--- src/rtl/smbus_word_pkg.sv ---
package smbus_word_pkg;
  localparam int BYTE_W   = 8;
  localparam int WORD_W   = 2 * BYTE_W;
  localparam int NUM_WREG = 4;
  localparam int SLOT_W   = $clog2(NUM_WREG);

  localparam logic [BYTE_W-1:0] CMD_OPTIONS = 8'h12;
  localparam logic [BYTE_W-1:0] CMD_CHG_CUR = 8'h14;
  localparam logic [BYTE_W-1:0] CMD_CHG_VLT = 8'h15;
  localparam logic [BYTE_W-1:0] CMD_IN_CUR  = 8'h3F;
  localparam logic [BYTE_W-1:0] CMD_MFR_ID  = 8'hFE;
  localparam logic [BYTE_W-1:0] CMD_DEV_ID  = 8'hFF;

  typedef enum logic [2:0] {
    ST_IDLE, ST_ADDR, ST_CMD, ST_WLO, ST_WHI, ST_RLO, ST_RHI
  } xfer_state_e;
endpackage

--- src/rtl/smbus_bus_events.sv ---
module smbus_bus_events (
  input  logic clk,
  input  logic rst,
  input  logic scl_i,
  input  logic sda_i,
  output logic ev_start,
  output logic ev_stop,
  output logic ev_rise,
  output logic ev_fall
);
  logic scl_q, sda_q;

  always_ff @(posedge clk) begin
    if (rst) begin
      scl_q <= 1'b1;
      sda_q <= 1'b1;
    end else begin
      scl_q <= scl_i;
      sda_q <= sda_i;
    end
  end

  // data edges while the clock stays high are bus conditions, not data
  assign ev_start = scl_q & scl_i & sda_q & ~sda_i;
  assign ev_stop  = scl_q & scl_i & ~sda_q & sda_i;
  assign ev_rise  = ~scl_q & scl_i;
  assign ev_fall  = scl_q & ~scl_i;
endmodule

--- src/rtl/smbus_word_regs.sv ---
module smbus_word_regs
  import smbus_word_pkg::*;
#(
  parameter logic [WORD_W-1:0] MFR_ID = 16'h5A17,
  parameter logic [WORD_W-1:0] DEV_ID = 16'h00C3
) (
  input  logic              clk,
  input  logic              rst,
  input  logic              wr_en,
  input  logic [BYTE_W-1:0] cmd,
  input  logic [WORD_W-1:0] wdata,
  output logic [WORD_W-1:0] rdata,
  output logic [WORD_W-1:0] opt_word,
  output logic [WORD_W-1:0] chg_cur_word,
  output logic [WORD_W-1:0] chg_volt_word,
  output logic [WORD_W-1:0] in_cur_word
);
  logic [WORD_W-1:0] bank [NUM_WREG];
  logic              hit;
  logic [SLOT_W-1:0] slot;

  always_comb begin
    hit  = 1'b1;
    slot = '0;
    case (cmd)
      CMD_OPTIONS: slot = SLOT_W'(0);
      CMD_CHG_CUR: slot = SLOT_W'(1);
      CMD_CHG_VLT: slot = SLOT_W'(2);
      CMD_IN_CUR:  slot = SLOT_W'(3);
      default:     hit  = 1'b0;
    endcase
  end

  always_ff @(posedge clk) begin
    if (rst) begin
      for (int i = 0; i < NUM_WREG; i++) bank[i] <= '0;
    end else if (wr_en && hit) begin
      bank[slot] <= wdata;
    end
  end

  always_comb begin
    if (cmd == CMD_MFR_ID)      rdata = MFR_ID;
    else if (cmd == CMD_DEV_ID) rdata = DEV_ID;
    else if (hit)               rdata = bank[slot];
    else                        rdata = '0;
  end

  assign opt_word      = bank[0];
  assign chg_cur_word  = bank[1];
  assign chg_volt_word = bank[2];
  assign in_cur_word   = bank[3];

  AST_HOLD_WITHOUT_WRITE: assert property (@(posedge clk) disable iff (rst)
    !wr_en |=> $stable({opt_word, chg_cur_word, chg_volt_word, in_cur_word}));
  AST_UNSUPPORTED_NO_EFFECT: assert property (@(posedge clk) disable iff (rst)
    (wr_en && !hit) |=> $stable({opt_word, chg_cur_word, chg_volt_word, in_cur_word}));
endmodule

--- src/rtl/smbus_word_target.sv ---
module smbus_word_target
  import smbus_word_pkg::*;
#(
  parameter logic [6:0]        SLAVE_ADDR = 7'h09,
  parameter logic [WORD_W-1:0] MFR_ID     = 16'h5A17,
  parameter logic [WORD_W-1:0] DEV_ID     = 16'h00C3
) (
  input  logic              clk,
  input  logic              rst,
  input  logic              en_supply,
  input  logic              en_adapter,
  input  logic              scl_i,
  input  logic              sda_i,
  output logic              sda_oe,
  output logic [WORD_W-1:0] opt_word,
  output logic [WORD_W-1:0] chg_cur_word,
  output logic [WORD_W-1:0] chg_volt_word,
  output logic [WORD_W-1:0] in_cur_word
);
  localparam int CNT_W     = $clog2(BYTE_W + 2);
  localparam int BIT_IDX_W = $clog2(BYTE_W);
  localparam logic [CNT_W-1:0]     LAST_BIT = CNT_W'(BYTE_W);
  localparam logic [CNT_W-1:0]     ACK_DONE = CNT_W'(BYTE_W + 1);
  localparam logic [BIT_IDX_W-1:0] TOP_IDX  = BIT_IDX_W'(BYTE_W - 1);

  logic bus_en;
  logic ev_start, ev_stop, ev_rise, ev_fall;
  xfer_state_e state;
  logic [CNT_W-1:0]  bitcnt;
  logic [BYTE_W-1:0] shreg, lo_byte, cmd_q, tx_byte;
  logic [WORD_W-1:0] tx_word, rd_word;
  logic rw_q, mst_ack, wr_en, receiving, sending;
  logic [BIT_IDX_W-1:0] tx_idx;

  assign bus_en    = en_supply & en_adapter;
  assign receiving = state inside {ST_ADDR, ST_CMD, ST_WLO, ST_WHI};
  assign sending   = state inside {ST_RLO, ST_RHI};
  assign tx_byte   = (state == ST_RHI) ? tx_word[WORD_W-1:BYTE_W] : tx_word[BYTE_W-1:0];
  assign tx_idx    = TOP_IDX - bitcnt[BIT_IDX_W-1:0];
  // commit only once the high-byte acknowledge clock has completed
  assign wr_en     = bus_en && !ev_start && !ev_stop && ev_fall &&
                     state == ST_WHI && bitcnt == ACK_DONE;

  smbus_bus_events u_events (
    .clk(clk), .rst(rst), .scl_i(scl_i), .sda_i(sda_i),
    .ev_start(ev_start), .ev_stop(ev_stop), .ev_rise(ev_rise), .ev_fall(ev_fall)
  );

  smbus_word_regs #(.MFR_ID(MFR_ID), .DEV_ID(DEV_ID)) u_regs (
    .clk(clk), .rst(rst), .wr_en(wr_en), .cmd(cmd_q),
    .wdata({shreg, lo_byte}), .rdata(rd_word),
    .opt_word(opt_word), .chg_cur_word(chg_cur_word),
    .chg_volt_word(chg_volt_word), .in_cur_word(in_cur_word)
  );

  always_ff @(posedge clk) begin
    if (rst) begin
      state   <= ST_IDLE;
      bitcnt  <= '0;
      sda_oe  <= 1'b0;
      shreg   <= '0;
      lo_byte <= '0;
      cmd_q   <= '0;
      tx_word <= '0;
      rw_q    <= 1'b0;
      mst_ack <= 1'b0;
    end else if (!bus_en || ev_stop) begin
      state  <= ST_IDLE;
      bitcnt <= '0;
      sda_oe <= 1'b0;
    end else if (ev_start) begin
      state  <= ST_ADDR;
      bitcnt <= '0;
      sda_oe <= 1'b0;
    end else if (state != ST_IDLE) begin
      if (ev_rise) begin
        bitcnt <= bitcnt + 1'b1;
        if (receiving && bitcnt < LAST_BIT) shreg <= {shreg[BYTE_W-2:0], sda_i};
        if (sending && bitcnt == LAST_BIT)  mst_ack <= ~sda_i;
      end else if (ev_fall) begin
        if (bitcnt == LAST_BIT) begin
          if (sending) begin
            sda_oe <= 1'b0;                 // host owns the acknowledge slot
          end else begin
            sda_oe <= 1'b1;
            case (state)
              ST_ADDR: begin
                if (shreg[BYTE_W-1:1] != SLAVE_ADDR) begin
                  sda_oe <= 1'b0;
                  state  <= ST_IDLE;
                end else begin
                  rw_q <= shreg[0];
                end
              end
              ST_CMD:  cmd_q   <= shreg;
              ST_WLO:  lo_byte <= shreg;
              default: ;
            endcase
          end
        end else if (bitcnt == ACK_DONE) begin
          bitcnt <= '0;
          sda_oe <= 1'b0;
          case (state)
            ST_ADDR: begin
              if (rw_q) begin
                state   <= ST_RLO;
                tx_word <= rd_word;
                sda_oe  <= ~rd_word[BYTE_W-1];
              end else begin
                state <= ST_CMD;
              end
            end
            ST_CMD: state <= ST_WLO;
            ST_WLO: state <= ST_WHI;
            ST_RLO: begin
              if (mst_ack) begin
                state  <= ST_RHI;
                sda_oe <= ~tx_word[WORD_W-1];
              end else begin
                state <= ST_IDLE;
              end
            end
            default: state <= ST_IDLE;
          endcase
        end else if (sending && bitcnt != '0) begin
          sda_oe <= ~tx_byte[tx_idx];
        end
      end
    end
  end

  AST_RELEASE_WHEN_OFF: assert property (@(posedge clk) disable iff (rst)
    !(en_supply && en_adapter) |=> !sda_oe);
  AST_DRIVE_ON_LOW: assert property (@(posedge clk) disable iff (rst)
    $rose(sda_oe) |-> !$past(scl_i));
  AST_IDLE_SILENT: assert property (@(posedge clk) disable iff (rst)
    (state == ST_IDLE) |-> !sda_oe);
  AST_BITCNT_RANGE: assert property (@(posedge clk) disable iff (rst)
    bitcnt <= ACK_DONE);
endmodule

--- config.mk ---
export PLATFORM = sky130hd
export DESIGN_NAME = smbus_word_target
export DESIGN_NICKNAME = d
export VERILOG_FILES = /design/src/rtl/smbus_word_pkg.sv /design/src/rtl/smbus_bus_events.sv /design/src/rtl/smbus_word_regs.sv /design/src/rtl/smbus_word_target.sv
export SDC_FILE = /design/constraint.sdc
export NUM_CORES = 1
export LEC_CHECK = 0
export BUFFER_PORTS_ARGS = -buffer_cell sky130_fd_sc_hd__buf_2
export CAP_MARGIN = 20
export CORE_MARGIN = 2
export CORE_UTILIZATION = 38
export CTS_CLUSTER_DIAMETER = 100
export DETAILED_ROUTE_END_ITERATION = 10
export HOLD_SLACK_MARGIN = 0.03
export PLACE_DENSITY = 0.6
export SYNTH_ARGS = -nofsm -noshare
export SYNTH_HDL_FRONTEND = slang
export SYNTH_SLANG_ARGS = --single-unit
--- constraint.sdc ---
create_clock -name clk -period 3.5 [get_ports clk]
set_input_delay 0.525 -clock clk [delete_from_list [all_inputs] [get_ports clk]]
set_output_delay 0.525 -clock clk [all_outputs]
set_load 0.03 [all_outputs]
# Word-level counts from Yosys, hierarchy flattened
# Memory sizes are Yosys's and may differ from the RTL's.
# Cells that the tools add are included.
# W data, S select, Z words.
[word_totals]
reg_bits = 52
ram_bits = 64
elab_cells = 140
mem_count = 1
[classes]
addsub = 2
order_cmp = 2
eq_ne = 23
n_mux = 41
n_bitwise = 21
n_reduce_logical = 38
[memory_table]
columns = ["name", "depth", "word_bits", "rd", "rd_clocked_by_memory_dff", "write_ports", "line_no", "text"]
rows = [
  ["u_regs.bank", 4, 16, 5, 0, 4, "smbus_word_regs.sv:18", "logic [WORD_W-1:0] bank [NUM_WREG];"],
]
[ops]
columns = ["cell", "count"]
rows = [
  ["$mux W16", 4],
  ["$eq A8 B5 Y1 const B", 3],
  ["$mux W3", 7],
  ["$mux W1", 20],
  ["$reduce_and A9 Y1", 2],
  ["$eq A8 B8 Y1 const B", 2],
  ["$mux W4", 4],
  ["$reduce_and A8 Y1", 2],
  ["$reduce_or A16 Y1", 1],
  ["$reduce_and A7 Y1", 2],
  ["$not A1 Y1", 13],
  ["$pmux W3 S4", 1],
  ["$reduce_bool A2 Y1", 6],
  ["$reduce_and A5 Y1", 2],
  ["$eq A3 B3 Y1 const B", 3],
  ["$logic_and A1 B1 Y1", 9],
  ["$reduce_bool A3 Y1", 3],
  ["$and A1 B1 Y1", 8],
  ["$eq A4 B4 Y1 const B", 2],
  ["$eq A8 B6 Y1 const B", 1],
  ["$mux W8", 1],
  ["$ne A2 B2 Y1 const B", 4],
  ["$reduce_and A4 Y1", 2],
  ["$reduce_bool A4 Y1", 2],
  ["19 further kinds", 23],
]

# Longest topological paths before layout
[logic_depth]
word_depth = 15
mapped_depth = 11

# By module
# From an unflattened synthesis, not the netlist that was laid out.
[hier_totals]
hier_cells = 496
area_unflattened_um2 = 5778.0
[modules_own_cells]
columns = ["module", "n_inst", "cells_each", "area_per_inst_um2", "seq_area_each_um2"]
rows = [
  ["smbus_word_regs", 1, 235, 3148.0, 1921.8],
  ["smbus_word_target", 1, 253, 2544.9, 1001.0],
  ["smbus_bus_events", 1, 8, 85.1, 40.0],
]

# Least setup slack after synthesis
# No wires, ideal clock.
[synth_timing]
path_type = "input to register"
from = "in scl_i"
to = "mem u_regs.bank[3][0] in the netlist's numbering, enable pin"
t_arrival_ps = 2394
required_ps = 3103
path_slack_ps = 710
path_stages = 6
n_path_buf = 1
path_cell_list = "ha_1 inv_1 o211ai_1 nor4b_4 clkbuf_1 a2bb2oi_1"
[synth_rtl]
columns = ["element", "line_no", "text"]
rows = [
  ["start, declared", "smbus_word_target.sv:12", "input logic scl_i,"],
  ["end, declared", "smbus_word_regs.sv:18", ""],
]

# Worst setup path after layout
[layout_timing]
from = "reg bitcnt[0]"
to = "reg tx_word[13]"
[layout_between]
elab_chain_len = 3
[layout_lines]
columns = ["element", "line_no", "text"]
rows = [
  ["start, declared", "smbus_word_target.sv:29", "logic [CNT_W-1:0] bitcnt;"],
  ["start signal, assigned", "smbus_word_target.sv:77", "bitcnt <= bitcnt + 1'b1;"],
  ["$eq A4 B4 Y1", "smbus_word_target.sv:81", "if (bitcnt == LAST_BIT) begin"],
  ["$not A1 Y1 (no line)", "--", ""],
  ["$reduce_and A9 Y1 (no line) (*)", "--", ""],
  ["end signal, assigned", "smbus_word_target.sv:107", "tx_word <= rd_word;"],
  ["end, declared", "smbus_word_target.sv:31", "logic [WORD_W-1:0] tx_word, rd_word;"],
]
# Mark *: on every way between the ends. The rest lies on a longest branch, timed or not.
# A chain may end at the register's enable or synchronous reset.

==> flow_metrics.py <==
metrics = {
    "logic_synthesis": {
        "syn-cell-area_mm2": 0.00574,
        "synthXorXnorAreaFrac_pct": 0.611,
        "ys.flop_type": "edfxtp_1",
        "yosys.area_share.simple_pct": 21.3,
        "muxShareOfSynthArea_pct": 6.08,
        "synth-adder-area-share_pct": 1.53,
        "yosysTopAreaCellShare_pct": 33.5,
        "yosys-top-cells-area": "edfxtp_1 (33%), dfxtp_1 (18%), mux2i_1 (4.7%)",
        "yosys_warnings": 0,
        "synth_top_area_cell": "edfxtp_1",
        "avgSynthCellArea_um2": 10.7,
        "async_reset_ff_share_pct": 0,
        "synth_top_family_by_area": "simple AND/OR/NAND/NOR gates",
        "synth_edf_count": 64,
        "synth_seq_cells": 116,
        "synth_cells": 537,
        "synth_compound_area_share_pct": 14.7,
        "ys_seq_area_share_pct": 51.6,
        "synth_nets": 550,
        "ys_types": 66,
    },
    "clock_network": {
        "cts_root_buf": "clkbuf_16",
        "cts_inserted_buffers": 17,
        "cts.repair.resized": 0,
        "cts_tree": "done",
        "post_cts_buffers": 0,
        "cts.clk_slew.worst_paths_ns": 0.06,
        "clock_path_buffers": 2,
        "postCtsHoldBufs": 0,
        "clock_latency_ns": 0.41,
        "h-tree-depth": 4,
        "cts_sinks": 116,
    },
    "drt": {
        "routed_via_density": 5.87,
        "vias": 4688,
        "wl_mm": 16.3,
        "wire_per_inst_um": 20.5,
        "remaining_drc_errors": 0,
        "drtIter0Drc": 542,
        "drtPass1Iterations": 5,
        "ant_nets": 0,
    },
    "outcome": {
        "outcome": "completed",
    },
    "power": {
        "p_per_area_mw_per_mm2": 513,
        "p_leak_nw": 2.76,
        "ir_drop_v": 0.000289,
    },
    "setup_path": {
        "path_max_fanout": 13,
        "cp.arrival_ns": 3.05,
        "cp.required_ns": 3.80,
        "cp_slowest_stage_delay_ns": 0.66,
        "cp_cell_sequence": "ha_1, nand3b_1, or4_1, or2_0, or3_1, o32ai_1",
        "start_kind": "flip-flop",
        "path_class": "reg -> reg",
        "crit_path_end_kind": "flip-flop",
        "critPathSlowestCell": "or4_1",
    },
    "sta": {
        "fin_crit_sh_pct": 78.5,
        "drv_slew": 0,
        "fin_tns_setup_ns": 0,
        "setup_viol": 0,
        "maxSlewHeadroom_pct": 40.1,
        "skew_ns": 0.00884,
        "hold_violations": 0,
        "worst_slack_ns": 0.753,
        "tightest_slew_ns": 0.894,
        "fmax_mhz": 364,
        "rsz0062_at_grt": "false",
        "final.min_clock_period_ns": 2.75,
    },
    "final_layout": {
        "final_cell_mix": "buf_2 (70), edfxtp_1 (64), dfxtp_1 (52), nor2_1 (43), and3_1 (38)",
        "mostFrequentLayoutCell": "buf_2",
        "layout-area-overhead-vs-synth_pct": 20.0,
        "stdcell_count": 798,
        "fin_util_pct": 47.0,
        "design_area_mm2": 0.00689,
        "fin_nets": 614,
        "post_route_cells_drive_above_1_share_pct": 23.1,
        "antennaDiodeCount": 0,
    },
    "placement": {
        "globalplace.congestion": 0.842,
        "io_buffers": 70,
        "place_inst": 765,
        "dpl_cell_area_mm2": 0.00626,
        "place_ws_ns": 0.592,
        "dp_hpwl_mm": 11.4,
    },
    "floorplan": {
        "num_rows": 44,
        "start_util_pct": 39.2,
        "core_area_mm2": 0.0146,
        "die_y_um": 127,
        "die_w_um": 127,
        "dieArea_mm2": 0.0161,
        "pin_count": 71,
    },
    "run": {
        "maxCapViolCount": 0,
    },
    "global_route": {
        "antenna_found_initial": 0,
        "grt_max_degree": 51,
        "grt_usage_pct": 20.7,
        "grt_pass1_wl_mm": 25.5,
        "grt_pass1_vias": 4508,
        "grt_remaining_overflow": 0,
    },
    "worst_hold_path": {
        "hold_path.class": "in -> reg",
    },
}
-- cells in the mapped netlist, types with 6 or more instances --
cell type / n
o211ai_1: 6
and2_1: 36
nand3_1: 6
a2111oi_0: 6
o21ai_0: 25
nor2_1: 43
mux2i_1: 27
o221ai_1: 6
inv_1: 18
nor4_1: 7
nand4_1: 6
dfxtp_1: 52
and3_1: 38
nand2_1: 18
edfxtp_1: 64
nor3_1: 9
clkbuf_1: 31
buf_2: 6
ha_1: 7
o221a_2: 12
a21oi_1: 13
a221oi_1: 7
o32ai_1: 6
-- worst max-delay path, delay by kind of cell, from the launching register on --
family | cells | cell delay [ns]
flops | 1 | 0.58
fa+ha+maj | 1 | 0.27
compound gates | 1 | 0.18
simple gates | 4 | 1.61
-- power by group --
part	leakage (nW)	internal, W	switching [W]
clock network	0.295	0.00119	0.000628
logic	1.44	0.0000528	0.000150
registers	1.03	0.00148	0.0000295
-- state kept, by name, indices dropped and copies added, names as in the netlist --
| signal | count |
|---|---|
| u_regs.bank | 64 |
| tx_word | 16 |
| cmd_q | 8 |
| lo_byte | 8 |
| shreg | 8 |
| bitcnt | 4 |
| state | 3 |
| mst_ack | 1 |
| rw_q | 1 |
| sda_oe | 1 |
| u_events.scl_q | 1 |
| u_events.sda_q | 1 |
-- per-layer routing --
layer  global-route usage, %  up-vias  wire [um]  share of wire [%]
met2                    32.4      225       7450                 46
met4                    8.86        0        450                2.8
li1                        -     2169          -                  -
met3                    4.22       36       1240                7.6
met5                       0        -          0                  0
met1                    27.8     2258       7220                 44
-- final timing paths --
path / startpoint / endpoint / slack [ns] / cells past startpoint
setup / recovery: bitcnt[0] / tx_word[13] / 0.75 / 6
hold / removal: scl_i / u_events.scl_q / 0.37 / 3
setup reg to reg: bitcnt[0] / tx_word[13] / 0.75 / 6
hold reg to reg: tx_word[8] / tx_word[8] / 0.47 / 2
-- through the flow --
| stage | hold WS [ns] | power, W |
|---|---|---|
| CTS | 0.358 | 0.00355 |
| floorplan | 0.450 | 0.00166 |
| global route | 0.383 | 0.00363 |
| detailed placement | 0.463 | 0.00173 |
| global placement | 0.461 | 0.00173 |
| finish | 0.374 | 0.00353 |
-- cell families after synthesis --
| family | Yosys count |
|---|---|
| flip-flops | 116 |
| multiplexers | 32 |
| AND/OR/NAND/NOR | 207 |
| XOR/XNOR | 4 |
| AO/OA/AOI/OAI | 113 |
| adder cells (fa/ha/maj) | 7 |
| buffers and inverters | 58 |
-- area by class of cell --
cell class	instances	area [um^2]
Clock buffer	20	437
Clock inverter	12	180
Fill cell	1354	7760
Inverter	18	67.6
Multi-Input combinational cell	363	2540
Sequential cell	116	2960
Tap cell	184	230
Timing Repair Buffer	85	463
Note: power is estimated with default switching activity, not from simulation.
